--- config.mk ---
export PLATFORM = sky130hd
export DESIGN_NAME = write_precomp
export DESIGN_NICKNAME = d
export VERILOG_FILES = /design/src/rtl/precomp_pkg.sv /design/src/rtl/wp_cell_timer.sv /design/src/rtl/wp_pattern_window.sv /design/src/rtl/wp_pulse_place.sv /design/src/rtl/write_precomp.sv
export SDC_FILE = /design/constraint.sdc
export NUM_CORES = 1
export LEC_CHECK = 0
export ABC_AREA = 1
export BUFFER_PORTS_ARGS = -buffer_cell sky130_fd_sc_hd__buf_2
export CAP_MARGIN = 20
export CORE_UTILIZATION = 57
export DETAILED_ROUTE_END_ITERATION = 6
export PLACE_DENSITY = 0.76
export SKIP_LAST_GASP = 1
export SYNTH_ARGS = -nofsm -noshare
export SYNTH_HDL_FRONTEND = slang
export SYNTH_HIERARCHICAL = 1
export SYNTH_SLANG_ARGS = --single-unit
export TNS_END_PERCENT = 100
--- constraint.sdc ---
create_clock -name clk -period 1.3 [get_ports clk]
set_clock_uncertainty 0.15 [all_clocks]
set_input_delay 0.26 -clock clk [delete_from_list [all_inputs] [get_ports clk]]
set_output_delay 0.26 -clock clk [all_outputs]
set_load 0.01 [all_outputs]
--- src/rtl/precomp_pkg.sv ---
package precomp_pkg;
  typedef enum logic [1:0] {
    SH_NOMINAL = 2'd0,
    SH_EARLY   = 2'd1,
    SH_LATE    = 2'd2
  } shift_e;
endpackage

--- src/rtl/wp_cell_timer.sv ---
module wp_cell_timer #(
  parameter int TICKS = 16,
  parameter int CW    = $clog2(TICKS) + 1
) (
  input  logic          clk,
  input  logic          rst_ni,
  output logic [CW-1:0] cnt_o,
  output logic          last_o
);
  localparam logic [CW-1:0] LAST_T = CW'(TICKS - 1);

  logic [CW-1:0] cnt_d, cnt_q;

  assign last_o = (cnt_q == LAST_T);
  assign cnt_o  = cnt_q;

  always_comb begin
    cnt_d = cnt_q + 1'b1;
    if (last_o) cnt_d = '0;
  end

  always_ff @(posedge clk or negedge rst_ni) begin
    if (!rst_ni) cnt_q <= '0;
    else         cnt_q <= cnt_d;
  end
endmodule

--- src/rtl/wp_pattern_window.sv ---
module wp_pattern_window
  import precomp_pkg::*;
#(
  parameter int LOOK = 3
) (
  input  logic   clk,
  input  logic   rst_ni,
  input  logic   shift_en_i,
  input  logic   bit_i,
  output logic   center_o,
  output shift_e dir_o
);
  localparam int WIN = 2 * LOOK + 1;
  localparam int DW  = $clog2(LOOK + 2);
  localparam logic [DW-1:0] FAR_D = DW'(LOOK + 1);

  logic [WIN-1:0]  win_d, win_q;
  logic [LOOK-1:0] prev_hit, next_hit;
  logic [DW-1:0]   prev_gap, next_gap;

  // index k-1 holds the neighbour k cells away from the centre
  for (genvar k = 1; k <= LOOK; k++) begin : g_hits
    assign prev_hit[k-1] = win_q[LOOK + k];
    assign next_hit[k-1] = win_q[LOOK - k];
  end

  always_comb begin
    prev_gap = FAR_D;
    next_gap = FAR_D;
    for (int k = LOOK; k >= 1; k--) begin
      if (prev_hit[k-1]) prev_gap = DW'(k);
      if (next_hit[k-1]) next_gap = DW'(k);
    end
  end

  always_comb begin
    if (next_gap < prev_gap)      dir_o = SH_EARLY;
    else if (next_gap > prev_gap) dir_o = SH_LATE;
    else                          dir_o = SH_NOMINAL;
  end

  assign center_o = win_q[LOOK];

  always_comb begin
    win_d = win_q;
    if (shift_en_i) win_d = {win_q[WIN-2:0], bit_i};
  end

  always_ff @(posedge clk or negedge rst_ni) begin
    if (!rst_ni) win_q <= '0;
    else         win_q <= win_d;
  end
endmodule

--- src/rtl/wp_pulse_place.sv ---
module wp_pulse_place
  import precomp_pkg::*;
#(
  parameter int TICKS = 16,
  parameter int SHIFT = 1,
  parameter int PULSE = 2,
  parameter int CW    = $clog2(TICKS) + 1
) (
  input  logic          clk,
  input  logic          rst_ni,
  input  logic [CW-1:0] cnt_i,
  input  logic          cell_end_i,
  input  logic          inner_i,
  input  logic          center_i,
  input  shift_e        dir_i,
  output logic          en_o,
  output logic          pulse_o
);
  localparam logic [CW-1:0] NOM_T = CW'(TICKS / 2);
  localparam logic [CW-1:0] SH_T  = CW'(SHIFT);
  localparam logic [CW-1:0] PW_T  = CW'(PULSE);

  logic          en_d, en_q;
  logic          pulse_d, pulse_q;
  logic [CW-1:0] start_t, stop_t;

  always_comb begin
    en_d = en_q;
    if (cell_end_i) en_d = inner_i;
  end

  always_comb begin
    start_t = NOM_T;
    if (en_q) begin
      case (dir_i)
        SH_EARLY: start_t = NOM_T - SH_T;
        SH_LATE:  start_t = NOM_T + SH_T;
        default:  start_t = NOM_T;
      endcase
    end
    stop_t  = start_t + PW_T;
    pulse_d = center_i && (cnt_i >= start_t) && (cnt_i < stop_t);
  end

  always_ff @(posedge clk or negedge rst_ni) begin
    if (!rst_ni) begin
      en_q    <= 1'b0;
      pulse_q <= 1'b0;
    end else begin
      en_q    <= en_d;
      pulse_q <= pulse_d;
    end
  end

  assign en_o    = en_q;
  assign pulse_o = pulse_q;
endmodule

--- src/rtl/write_precomp.sv ---
module write_precomp
  import precomp_pkg::*;
#(
  parameter int TICKS = 16,
  parameter int LOOK  = 3,
  parameter int SHIFT = (TICKS + 6) / 12,
  parameter int PULSE = 2
) (
  input  logic clk,
  input  logic rst_n,
  input  logic wr_bit,
  input  logic inner_track,
  output logic bit_strobe,
  output logic wr_pulse,
  output logic low_current
);
  localparam int CW = $clog2(TICKS) + 1;

  logic [1:0]    rst_sync_q;
  logic          rst_ni;
  logic [CW-1:0] cnt_w;
  logic          cell_end_w;
  logic          center_w;
  shift_e        dir_w;
  logic          prec_en_w;
  logic          lowcur_q;

  // asynchronous assertion, release aligned to clk
  always_ff @(posedge clk or negedge rst_n) begin
    if (!rst_n) rst_sync_q <= 2'b00;
    else        rst_sync_q <= {rst_sync_q[0], 1'b1};
  end
  assign rst_ni = rst_sync_q[1];

  wp_cell_timer #(.TICKS(TICKS), .CW(CW)) timer_i (
    .clk    (clk),
    .rst_ni (rst_ni),
    .cnt_o  (cnt_w),
    .last_o (cell_end_w)
  );

  wp_pattern_window #(.LOOK(LOOK)) window_i (
    .clk        (clk),
    .rst_ni     (rst_ni),
    .shift_en_i (cell_end_w),
    .bit_i      (wr_bit),
    .center_o   (center_w),
    .dir_o      (dir_w)
  );

  wp_pulse_place #(.TICKS(TICKS), .SHIFT(SHIFT), .PULSE(PULSE), .CW(CW)) place_i (
    .clk        (clk),
    .rst_ni     (rst_ni),
    .cnt_i      (cnt_w),
    .cell_end_i (cell_end_w),
    .inner_i    (inner_track),
    .center_i   (center_w),
    .dir_i      (dir_w),
    .en_o       (prec_en_w),
    .pulse_o    (wr_pulse)
  );

  always_ff @(posedge clk or negedge rst_ni) begin
    if (!rst_ni) lowcur_q <= 1'b0;
    else         lowcur_q <= inner_track;
  end

  assign low_current = lowcur_q;
  assign bit_strobe  = cell_end_w;
endmodule

==> results of run 1 <==
==> cells in the final DEF, fill, tap and decap left out, types with 3 or more instances in the layout <==
master / netlist / layout
inv_2: 1 / 3
nand3_1: 3 / 3
o21ai_0: 9 / 6
nor2_1: 13 / 13
nand2_1: 21 / 21
o21ai_1: 1 / 4
inv_1: 21 / 19
buf_4: 0 / 15
dfrtp_1: 17 / 17
a21oi_1: 4 / 3
buf_2: 0 / 6
ha_1: 11 / 10
clkbuf_4: 0 / 3
==> metal layers <==
| layer | vias up | GRT usage (%) |
|---|---|---|
| met5 | - | 0 |
| met4 | 0 | 9.68 |
| met3 | 4 | 3.88 |
| met2 | 7 | 35.0 |
| met1 | 331 | 29.7 |
| li1 | 389 | - |
==> sequential cells by signal, summed over array words and instances, names as in the netlist <==
signal	flops
low_current	1
place_i/en_o	1
place_i/pulse_o	1
rst_sync_q	2
timer_i/cnt_o	5
window_i/win_q	7
==> worst paths after layout <==
path | startpoint | endpoint | depth (start not counted) | slack (ns)
max | window_i/win_q[0] | place_i/pulse_o | 17 | -1.08
min | rst_sync_q[1] | window_i/win_q[0] | 1 | 0.03
max reg2reg | window_i/win_q[0] | place_i/pulse_o | 17 | -1.08
min reg2reg | rst_sync_q[1] | window_i/win_q[0] | 1 | 0.03
max in group asynchronous | rst_n | rst_sync_q[0] | 2 | 0.79
min in group clk | wr_bit | window_i/win_q[0] | 3 | 0.04
==> cell families (layout without fill, tap and decap cells) <==
kind of cell | Yosys count | after routing | synth area share (%)
fa+ha+maj | 11 | 11 | 15.1
compound gates | 15 | 15 | 8.64
simple gates | 40 | 40 | 17.6
flops | 17 | 17 | 46.6
other cells | 2 | 2 | 0.823
xor+xnor | 1 | 1 | 0.960
buf+inv | 23 | 50 | 10.3
==> through the flow <==
step	setup WS (ns)	utilization, %	std cells	instance area (µm²)	power (mW)
after global placement	-1.00	70.8	143	1070	0.641
after floorplan	-0.897	-	109	918	0.618
final	-1.08	75.7	152	1140	0.927
after CTS	-1.08	74.4	150	1120	0.937
after global routing	-1.27	75.7	152	1140	0.980
after detailed placement	-1.08	70.8	143	1070	0.648
==> repair_timing <==
action / in CTS / in global routing
endpoints found under the setup margin: 12 / 12
pin swaps: 1 / 0
endpoints found under the hold margin: 3 / 0
hold buffers: 2 / 0
buffers inserted: 1 / 2
resized for setup: 1 / 3
==> power groups by stage <==
| stage | combinational, mW | clock, mW | sequential [mW] |
|---|---|---|---|
| 2_1_floorplan | 0.0561 | 0 | 0.562 |
| 3_3_place_gp | 0.0850 | 0 | 0.556 |
| 3_5_place_dp | 0.0912 | 0 | 0.557 |
| 4_1_cts | 0.0969 | 0.293 | 0.546 |
| 5_1_grt | 0.116 | 0.315 | 0.549 |
| 6_report | 0.0977 | 0.282 | 0.547 |
==> final cells by class <==
class                      count  area, µm²  share of cell area (%)
timing repair buffer          24        183                    16.0
inverter                      22       82.6                    7.24
clock buffer                   4       26.3                    2.30
tap                           16       20.0                    1.75
sequential                    17        425                    37.3
multi-input combinational     69        404                    35.4
==> critical path, cell delays in order (launching register included) <==
cell	delay, ns
dfrtp_1	0.41
inv_1	0.07
a21oi_1	0.17
ha_1	0.25
nand2_1	0.09
nor2_1	0.04
nor2_1	0.13
nor2_1	0.06
inv_1	0.05
ha_1	0.22
nor2_1	0.10
ha_1	0.24
inv_1	0.06
nand2_1	0.04
nand2_1	0.06
nand2_1	0.04
nand2_1	0.07
a21oi_2	0.05
==> results by group, run 1 <==
Worst setup path
  • CP max FO: 4
  • Critical path arrival: 2.42 ns
  • CP endpoint kind: flop
  • Crit Path Class: flop to flop
  • Critical Path Source Type: flop
  • Worst Path Required: 1.34 ns

Power and ir drop
  • Flop pwr share: 59.0%
  • Peak VDD IR: 0.657 mV
  • Power share of the combinational group: 10.5%
  • Pwr dens: 812 nW/µm²
  • Net Sw Frac: 24.3%
  • Leakage power: 0.649 nW
  • Int Pwr: 0.702 mW
  • Psw: 0.225 mW
  • Clk pwr share: 30.4%

Detailed routing
  • M1 wire length: 772 µm
  • Top routing layer used: met4
  • Post-Route WL: 1.57 mm
  • Post-route DRC: 0
  • Metal3 WL: 30 µm
  • Final ANT Viol Nets: 0
  • Initial DRC count: 9
  • Vias/cell: 4.81
  • Met2 wire len: 739 µm
  • DRT Pass-1 Iters: 4
  • Wire per inst: 10.3 µm
  • Vias after detailed routing: 731

Logic synthesis
  • Area share of the largest cell type after synthesis: 46.6%
  • Asr flop ratio synth: 100%
  • Synth Net Count: 124
  • Yosys top cell by area: dfrtp_1
  • Cell variety after synth: 16
  • Commonest cells post-synth: inv_1, nand2_1, dfrtp_1
  • Sequential share of the synthesized area: 46.6%
  • Syn. warnings: 6
  • Syn_area_per_cell: 8.37 µm²
  • Syn Inst Count: 109
  • Top_reg_cell synth: dfrtp_1
  • Post-synth EDFFs: 0
  • Yosys reg bits: 17
  • Synth top area cells: dfrtp_1, ha_1, inv_1
  • Post-synthesis cell area: 912 µm²

Clocking
  • Clock sinks: 17
  • TritonCTS buffer count: 3
  • TritonCTS clock tree: built
  • Clock-pin slew on the worst setup and hold paths: 0.10 ns
  • H-tree levels: 1
  • CTS Buffer Depth: 2
  • Clock root buffer: clkbuf_4
  • Skew-Pair Late Insertion Delay: 0.29 ns

Timing
  • Tmin final: 2.38 ns
  • Worst setup margin: -1.08 ns
  • Max Fclk: 0.420 GHz
  • # setup viols final: 10
  • Setup TNS Final: -1.67 ns
  • RSZ-0062 raised after global routing: yes
  • Final hold vios: 0
  • Final Max Slew Viols: 0
  • Hold Slack: 0.0299 ns
  • Final Cycle Share: 183%

GRT
  • First-pass GRT wire length: 2.88 mm
  • Vias in the first global route: 699
  • Total gr overflow: 0
  • Largest net degree at the start of global routing: 16
  • Total global-route track usage: 22.0%
  • Initial antenna violation count: 0

Placed design
  • HPWL Detailed: 1.14 mm
  • I/O Buffers: 6
  • RD Place Congestion: 0.780

Final layout
  • # fillers: 125
  • Share of cells above drive strength 1: 23.5%
  • Area growth syn-to-layout: 25.1%
  • Final nets: 152
  • N_diodes: 0

Floorplanning
  • Die H: 42 µm
  • Die width: 42 µm
  • Row cnt: 14
  • Core Area: 1510 µm²
  • Die ar.: 1760 µm²
  • Num ports: 7
  • Initial Util: 60.5%

Run status
  • Failing checks: negative setup slack
  • Status: finished, violations left

Worst hold path
  • Min-Delay Path Class: flop to asynchronous set/reset pin

Flow run
  • Maxcap violations: 0
Power figures use the tool's default switching activity.
==> run 2: changes to the inputs <==
HOLD_SLACK_MARGIN = 0.15   (was unset)
==> results by group, run 2 (synthesis results as in run 1) <==
Run status
  • Status: finished, violations left
  • Failing checks: negative setup slack

Floorplanning
  • Row cnt: 14 (unchanged)
  • Initial Util: 60.5% (unchanged)
  • Core Area: 1510 µm² (unchanged)
  • Die H: 42 µm (unchanged)
  • Die width: 42 µm (unchanged)
  • Die ar.: 1760 µm² (unchanged)
  • Num ports: 7 (unchanged)

Worst setup path
  • Critical Path Source: window_i/win_q[0]
  • Worst Path Required: 1.34 ns (about the same)
  • CP Cell Sequence: inv_1, a21oi_1, ha_1, nand2_1, nor2_1, nor2_1, nor2_1, inv_1, ha_1, nor2_1, ha_1, inv_1, nand2_1, nand2_1, nand2_1, nand2_1, a21oi_2
  • Worst path max stage delay: 0.41 ns (about the same)
  • Critical path arrival: 2.42 ns (about the same)
  • Cell class contributing the biggest share of worst-path delay: adder cells
  • Instance count on the critical path: 17 (unchanged)
  • Crit path capture: place_i/pulse_o
  • CP max FO: 4 (unchanged)
  • Worst reg2reg path depth: 17 (unchanged)
  • CP max stage cell: dfrtp_1
  • CP endpoint kind: flop
  • Crit Path Class: flop to flop
  • CP Buf/Inv Count: 3 (unchanged)
  • R2r setup slk: -1.08 ns (about the same)
  • R2R Path Start: window_i/win_q[0]
  • Worst R2R End: place_i/pulse_o
  • Cell with the most instances on the worst path: nand2_1
  • Critical Path Source Type: flop

GRT
  • First-pass GRT wire length: 2.90 mm (+0.94%)
  • Total gr overflow: 0 (unchanged)
  • Initial antenna violation count: 0 (unchanged)
  • Vias in the first global route: 708 (+1.3%)
  • Total global-route track usage: 22.2% (+0.19 points)
  • Largest net degree at the start of global routing: 16 (unchanged)

Placed design
  • HPWL Detailed: 1.14 mm (unchanged)
  • Cell Area, Placed: 1070 µm² (unchanged)
  • Dpl cells: 143 (unchanged)
  • I/O Buffers: 6 (unchanged)
  • RD Place Congestion: 0.780 (unchanged)

Detailed routing
  • Vias after detailed routing: 736 (+0.68%)
  • Met2 wire len: 729 µm (-1.4%)
  • Post-Route WL: 1.58 mm (+1.2%)
  • Post-route DRC: 0 (unchanged)
  • Wire per inst: 10.2 µm (-0.74%)
  • DRT Pass-1 Iters: 3 (-1)
  • M1 wire length: 804 µm (+4.1%)
  • Metal3 WL: 26 µm (-13%)
  • Vias/cell: 4.75 (-1.3%)
  • Top routing layer used: met4
  • Final ANT Viol Nets: 0 (unchanged)
  • Initial DRC count: 6 (-3)

Clocking
  • TritonCTS buffer count: 3 (unchanged)
  • H-tree levels: 1 (unchanged)
  • Clock sinks: 17 (unchanged)
  • Skew-Pair Late Insertion Delay: 0.29 ns (about the same)
  • Clock root buffer: clkbuf_4
  • Clock-pin slew on the worst setup and hold paths: 0.10 ns (about the same)
  • CTS Buffer Depth: 2 (unchanged)
  • TritonCTS clock tree: built

Timing
  • RSZ-0062 raised after global routing: yes
  • Final Max Slew Viols: 0 (unchanged)
  • Final Cycle Share: 183% (+0.20 points)
  • Max Fclk: 0.420 GHz (-0.11%)
  • Worst setup margin: -1.08 ns (-0.00263 ns)
  • # setup viols final: 10 (unchanged)
  • Tmin final: 2.38 ns (+0.00263 ns)
  • Final hold vios: 0 (unchanged)

Final layout
  • N_diodes: 0 (unchanged)
  • Commonest non-fill, non-tap cell in the layout: nand2_1
  • Non-filler cells, final: 155 (+2.0%)
  • Largest register FFs: 7 (unchanged)
  • Post-layout instance area: 1170 µm² (+2.6%)
  • Area growth syn-to-layout: 28.4%
  • Largest register by flop count: window_i/win_q
  • Final nets: 155 (+2.0%)
  • Most frequent cells in the layout: nand2_1, inv_1, dfrtp_1
  • # fillers: 121 (-3.2%)
  • Share of cells above drive strength 1: 23.0% (-0.51 points)
  • Finished Core Util: 77.7% (+2.0 points)

Worst hold path
  • Hold Path Origin: rst_sync_q[0]
  • Min-Delay Path Class: flop to flop

Power and ir drop
  • Peak VDD IR: 0.656 mV (-0.14%)
  • Leakage power: 0.661 nW (+1.9%)
  • Pwr dens: 798 nW/µm² (-1.8%)

Flow run
  • Maxcap violations: 0 (unchanged)
## run 2: cell types whose count changed in the layout (fill, tap and decap cells not counted), sizes merged
cell,change
dlygate4sd3,+3
## run 2: how the worst min path moves through the flow
stage | depth (start not counted) | endpoint | slack [ns]
floorplan | 0 | rst_sync_q[0] | -0.19
global placement | 1 | rst_sync_q[0] | -0.11
detailed placement | 1 | rst_sync_q[0] | -0.10
CTS | 0 | rst_sync_q[1] | 0.23
global route | 0 | rst_sync_q[1] | 0.24
finish | 0 | rst_sync_q[1] | 0.22
## run 2: worst reg2reg max path, delay by kind of cell, from the launching register on
family / cells / cell delay (ns)
fa+ha+maj: 3 / 0.71
flops: 1 / 0.41
simple gates: 9 / 0.63
buf+inv: 3 / 0.18
compound gates: 2 / 0.22
## run 2: repair_timing
| action | in CTS | in global routing |
|---|---|---|
| gates resized for setup | 1 | 3 |
| gates cloned | 0 | 0 |
| pin swaps | 1 | 0 |
| hold endpoints to repair | 20 | 0 |
| hold buffers | 5 | 0 |
| setup buffers | 1 | 2 |
| setup endpoints to repair | 12 | 12 |
## run 2: area by class of cell
class	instances	area (µm²)	share of cell area, %
flip-flops and latches	17	425	36.3
repair buffers	27	213	18.2
clock buffers	4	26.3	2.24
inverters	22	82.6	7.05
multi-input cells	69	404	34.5
well taps	16	20.0	1.71
## run 2: per-layer routing
layer	track usage [%]	vias to the layer above
met5	0	-
met1	29.9	328
met3	3.88	4
li1	-	397
met2	35.3	7
met4	9.68	0
## run 2: metrics by stage
| step | setup slack, ns | hold slack (ns) | total power, mW | setup TNS [ns] |
|---|---|---|---|---|
| 2_1_floorplan | -0.897 | -0.186 | 0.618 | -1.30 |
| 3_3_place_gp | -1.00 | -0.106 | 0.641 | -1.31 |
| 3_5_place_dp | -1.08 | -0.103 | 0.648 | -1.57 |
| 4_1_cts | -1.08 | 0.228 | 0.943 | -1.80 |
| 5_1_grt | -1.27 | 0.237 | 0.987 | -2.77 |
| 6_report | -1.08 | 0.223 | 0.934 | -1.67 |
## run 2: report_power, final
group | total, mW | internal (mW) | switching [mW]
registers | 0.547 | 0.540 | 0.00734
logic | 0.105 | 0.0488 | 0.0563
clock network | 0.282 | 0.119 | 0.163
total | 0.934 | 0.708 | 0.227
==> run 3: changes to the inputs <==
CORE_MARGIN = 1.5   (was unset)
CORE_UTILIZATION = 55   (was 57)
PLACE_DENSITY = 0.74   (was 0.76)
==> results by group, run 3 (synthesis results as in run 1) <==
Run status
  • Status: finished, violations left
  • Failing checks: negative setup slack

Final layout
  • N_diodes: 0 (unchanged)
  • Most frequent cells in the layout: buf_4, nand2_1, dfrtp_1, inv_1, nor2_1
  • FF+latch area: 428 µm² (+0.59%)
  • Largest register FFs: 7 (unchanged)
  • Share of cells above drive strength 1: 42.4% (+19 points)
  • Largest register by flop count: window_i/win_q
  • Finished Core Util: 87.6% (+9.9 points)
  • # fillers: 82 (-32%)
  • Footprint of the multi-input gates: 495 µm² (+23%)
  • Area growth syn-to-layout: 46.4%
  • Final nets: 160 (+3.2%)

Worst setup path
  • CP max FO: 3 (-1)
  • Critical path arrival: 2.60 ns (+0.18 ns)
  • Worst reg2reg path depth: 17 (unchanged)
  • Crit Path Class: flop to flop
  • Worst Path Required: 1.37 ns (+0.03 ns)
  • Critical Path Source Type: flop
  • CP endpoint kind: flop

Placed design
  • I/O Buffers: 6 (unchanged)
  • HPWL Detailed: 1.20 mm (+4.9%)
  • Pre-CTS setup slack: -1.13 ns (-0.0521 ns)
  • RD Place Congestion: 0.762 (-2.3%)

GRT
  • Initial antenna violation count: 0 (unchanged)
  • Largest net degree at the start of global routing: 17 (+1)
  • First-pass GRT wire length: 3.37 mm (+16%)
  • Vias in the first global route: 798 (+13%)
  • Total gr overflow: 0 (unchanged)
  • Total global-route track usage: 24.6% (+2.4 points)

Detailed routing
  • Vias after detailed routing: 860 (+17%)
  • Wire per inst: 15.3 µm (+49%)
  • Initial DRC count: 47 (+41)
  • DRT Pass-1 Iters: 4 (+1)
  • Final ANT Viol Nets: 0 (unchanged)
  • Vias/cell: 5.38 (+13%)
  • Post-Route WL: 2.44 mm (+54%)
  • Post-route DRC: 0 (unchanged)

Timing
  • Tmin final: 2.53 ns (+0.149 ns)
  • RSZ-0062 raised after global routing: yes
  • Max Fclk: 0.395 GHz (-5.9%)
  • Worst setup margin: -1.23 ns (-0.149 ns)
  • Hold Slack: 0.219 ns (-0.00464 ns)
  • Final Max Slew Viols: 0 (unchanged)
  • Final hold vios: 0 (unchanged)
  • Final Cycle Share: 195% (+11 points)
  • # setup viols final: 10 (unchanged)

Worst hold path
  • Hold path depth: 0 (unchanged)
  • Min-Delay Path Class: flop to flop

Clocking
  • Clock root buffer: clkbuf_4
  • H-tree levels: 1 (unchanged)
  • TritonCTS buffer count: 3 (unchanged)
  • Skew-Pair Late Insertion Delay: 0.30 ns (about the same)
  • Clock-pin slew on the worst setup and hold paths: 0.11 ns (about the same)
  • TritonCTS clock tree: built
  • Clock sinks: 17 (unchanged)
  • CTS Buffer Depth: 2 (unchanged)

Floorplanning
  • Initial Util: 59.9% (-0.70 points)
  • Row cnt: 14 (unchanged)
  • Die H: 43.7 µm (+4.1%)
  • Num ports: 7 (unchanged)
  • Core Area: 1520 µm² (+1.2%)
  • Die width: 43.7 µm (+4.1%)
  • Die ar.: 1910 µm² (+8.4%)

Power and ir drop
  • Pwr dens: 728 nW/µm² (-8.8%)
  • Total Power: 0.972 mW (+4.0%)
  • Leakage power: 0.703 nW (+6.3%)
  • Peak VDD IR: 0.846 mV (+29%)

Flow run
  • Maxcap violations: 0 (unchanged)
run 3: changes by cell type in the layout (fill, tap and decap cells not counted), sizes merged:
cell | previous run | this run
buf | 22 | 26
clkinv | 0 | 1
run 3: area by class of cell:
class	instances	area share [%]
clock buffer	3	1.69
clock inverter	1	0.375
inverter	22	6.19
multi-input combinational	69	37.1
sequential	17	32.1
tap	16	1.50
timing repair buffer	32	21.1
run 3: final timing paths:
kind,from,slack (ns),end
setup / recovery,window_i/win_q[1],-1.23,place_i/pulse_o
hold / removal,rst_sync_q[0],0.22,rst_sync_q[1]
setup reg to reg,window_i/win_q[1],-1.23,place_i/pulse_o
hold reg to reg,rst_sync_q[0],0.22,rst_sync_q[1]
max in group asynchronous,rst_n,0.22,rst_sync_q[0]
min in group asynchronous,rst_sync_q[1],0.57,window_i/win_q[1]
run 3: stage by stage:
stage / instances / instance area (µm²) / setup TNS [ns]
5_1_grt: 160 / 1340 / -3.63
3_3_place_gp: 143 / 1070 / -1.42
4_1_cts: 155 / 1240 / -2.01
6_report: 160 / 1340 / -2.71
2_1_floorplan: 109 / 918 / -1.30
3_5_place_dp: 143 / 1070 / -1.57
run 3: critical path: stages (launching register included):
cell and delay [ns]:
dfrtp_1 0.46, inv_2 0.08, a21oi_2 0.17, ha_1 0.26, nand2_2 0.09, nor2_2 0.04, nor2_2 0.11, nor2_1 0.05
inv_1 0.05, ha_1 0.14, nand2_2 0.12, ha_4 0.30, nand2_1 0.04, inv_1 0.05, nand2_1 0.04, nand2_1 0.05
nand2_1 0.09, a21oi_2 0.15
run 3: repair_timing:
item | in CTS | in global routing
hold buffers | 5 | 0
resized for setup | 16 | 19
hold endpoints to repair | 20 | 0
buffers inserted | 3 | 4
pin swaps | 6 | 6
gates cloned | 0 | 1
endpoints found under the setup margin | 10 | 13
run 3: report_power, final:
group	internal, mW	switching [mW]	total, mW
clock network	0.114	0.180	0.294
logic	0.0557	0.0701	0.126
registers	0.540	0.0114	0.552
run 3: per-layer routing:
layer | GRT usage [%] | vias to the layer above | share of wire (%)
met5 | 0 | - | 0
met4 | 10.3 | 0 | 2.6
met3 | 7.08 | 6 | 5.2
met2 | 41.2 | 38 | 51
met1 | 29.4 | 410 | 41
li1 | - | 406 | -
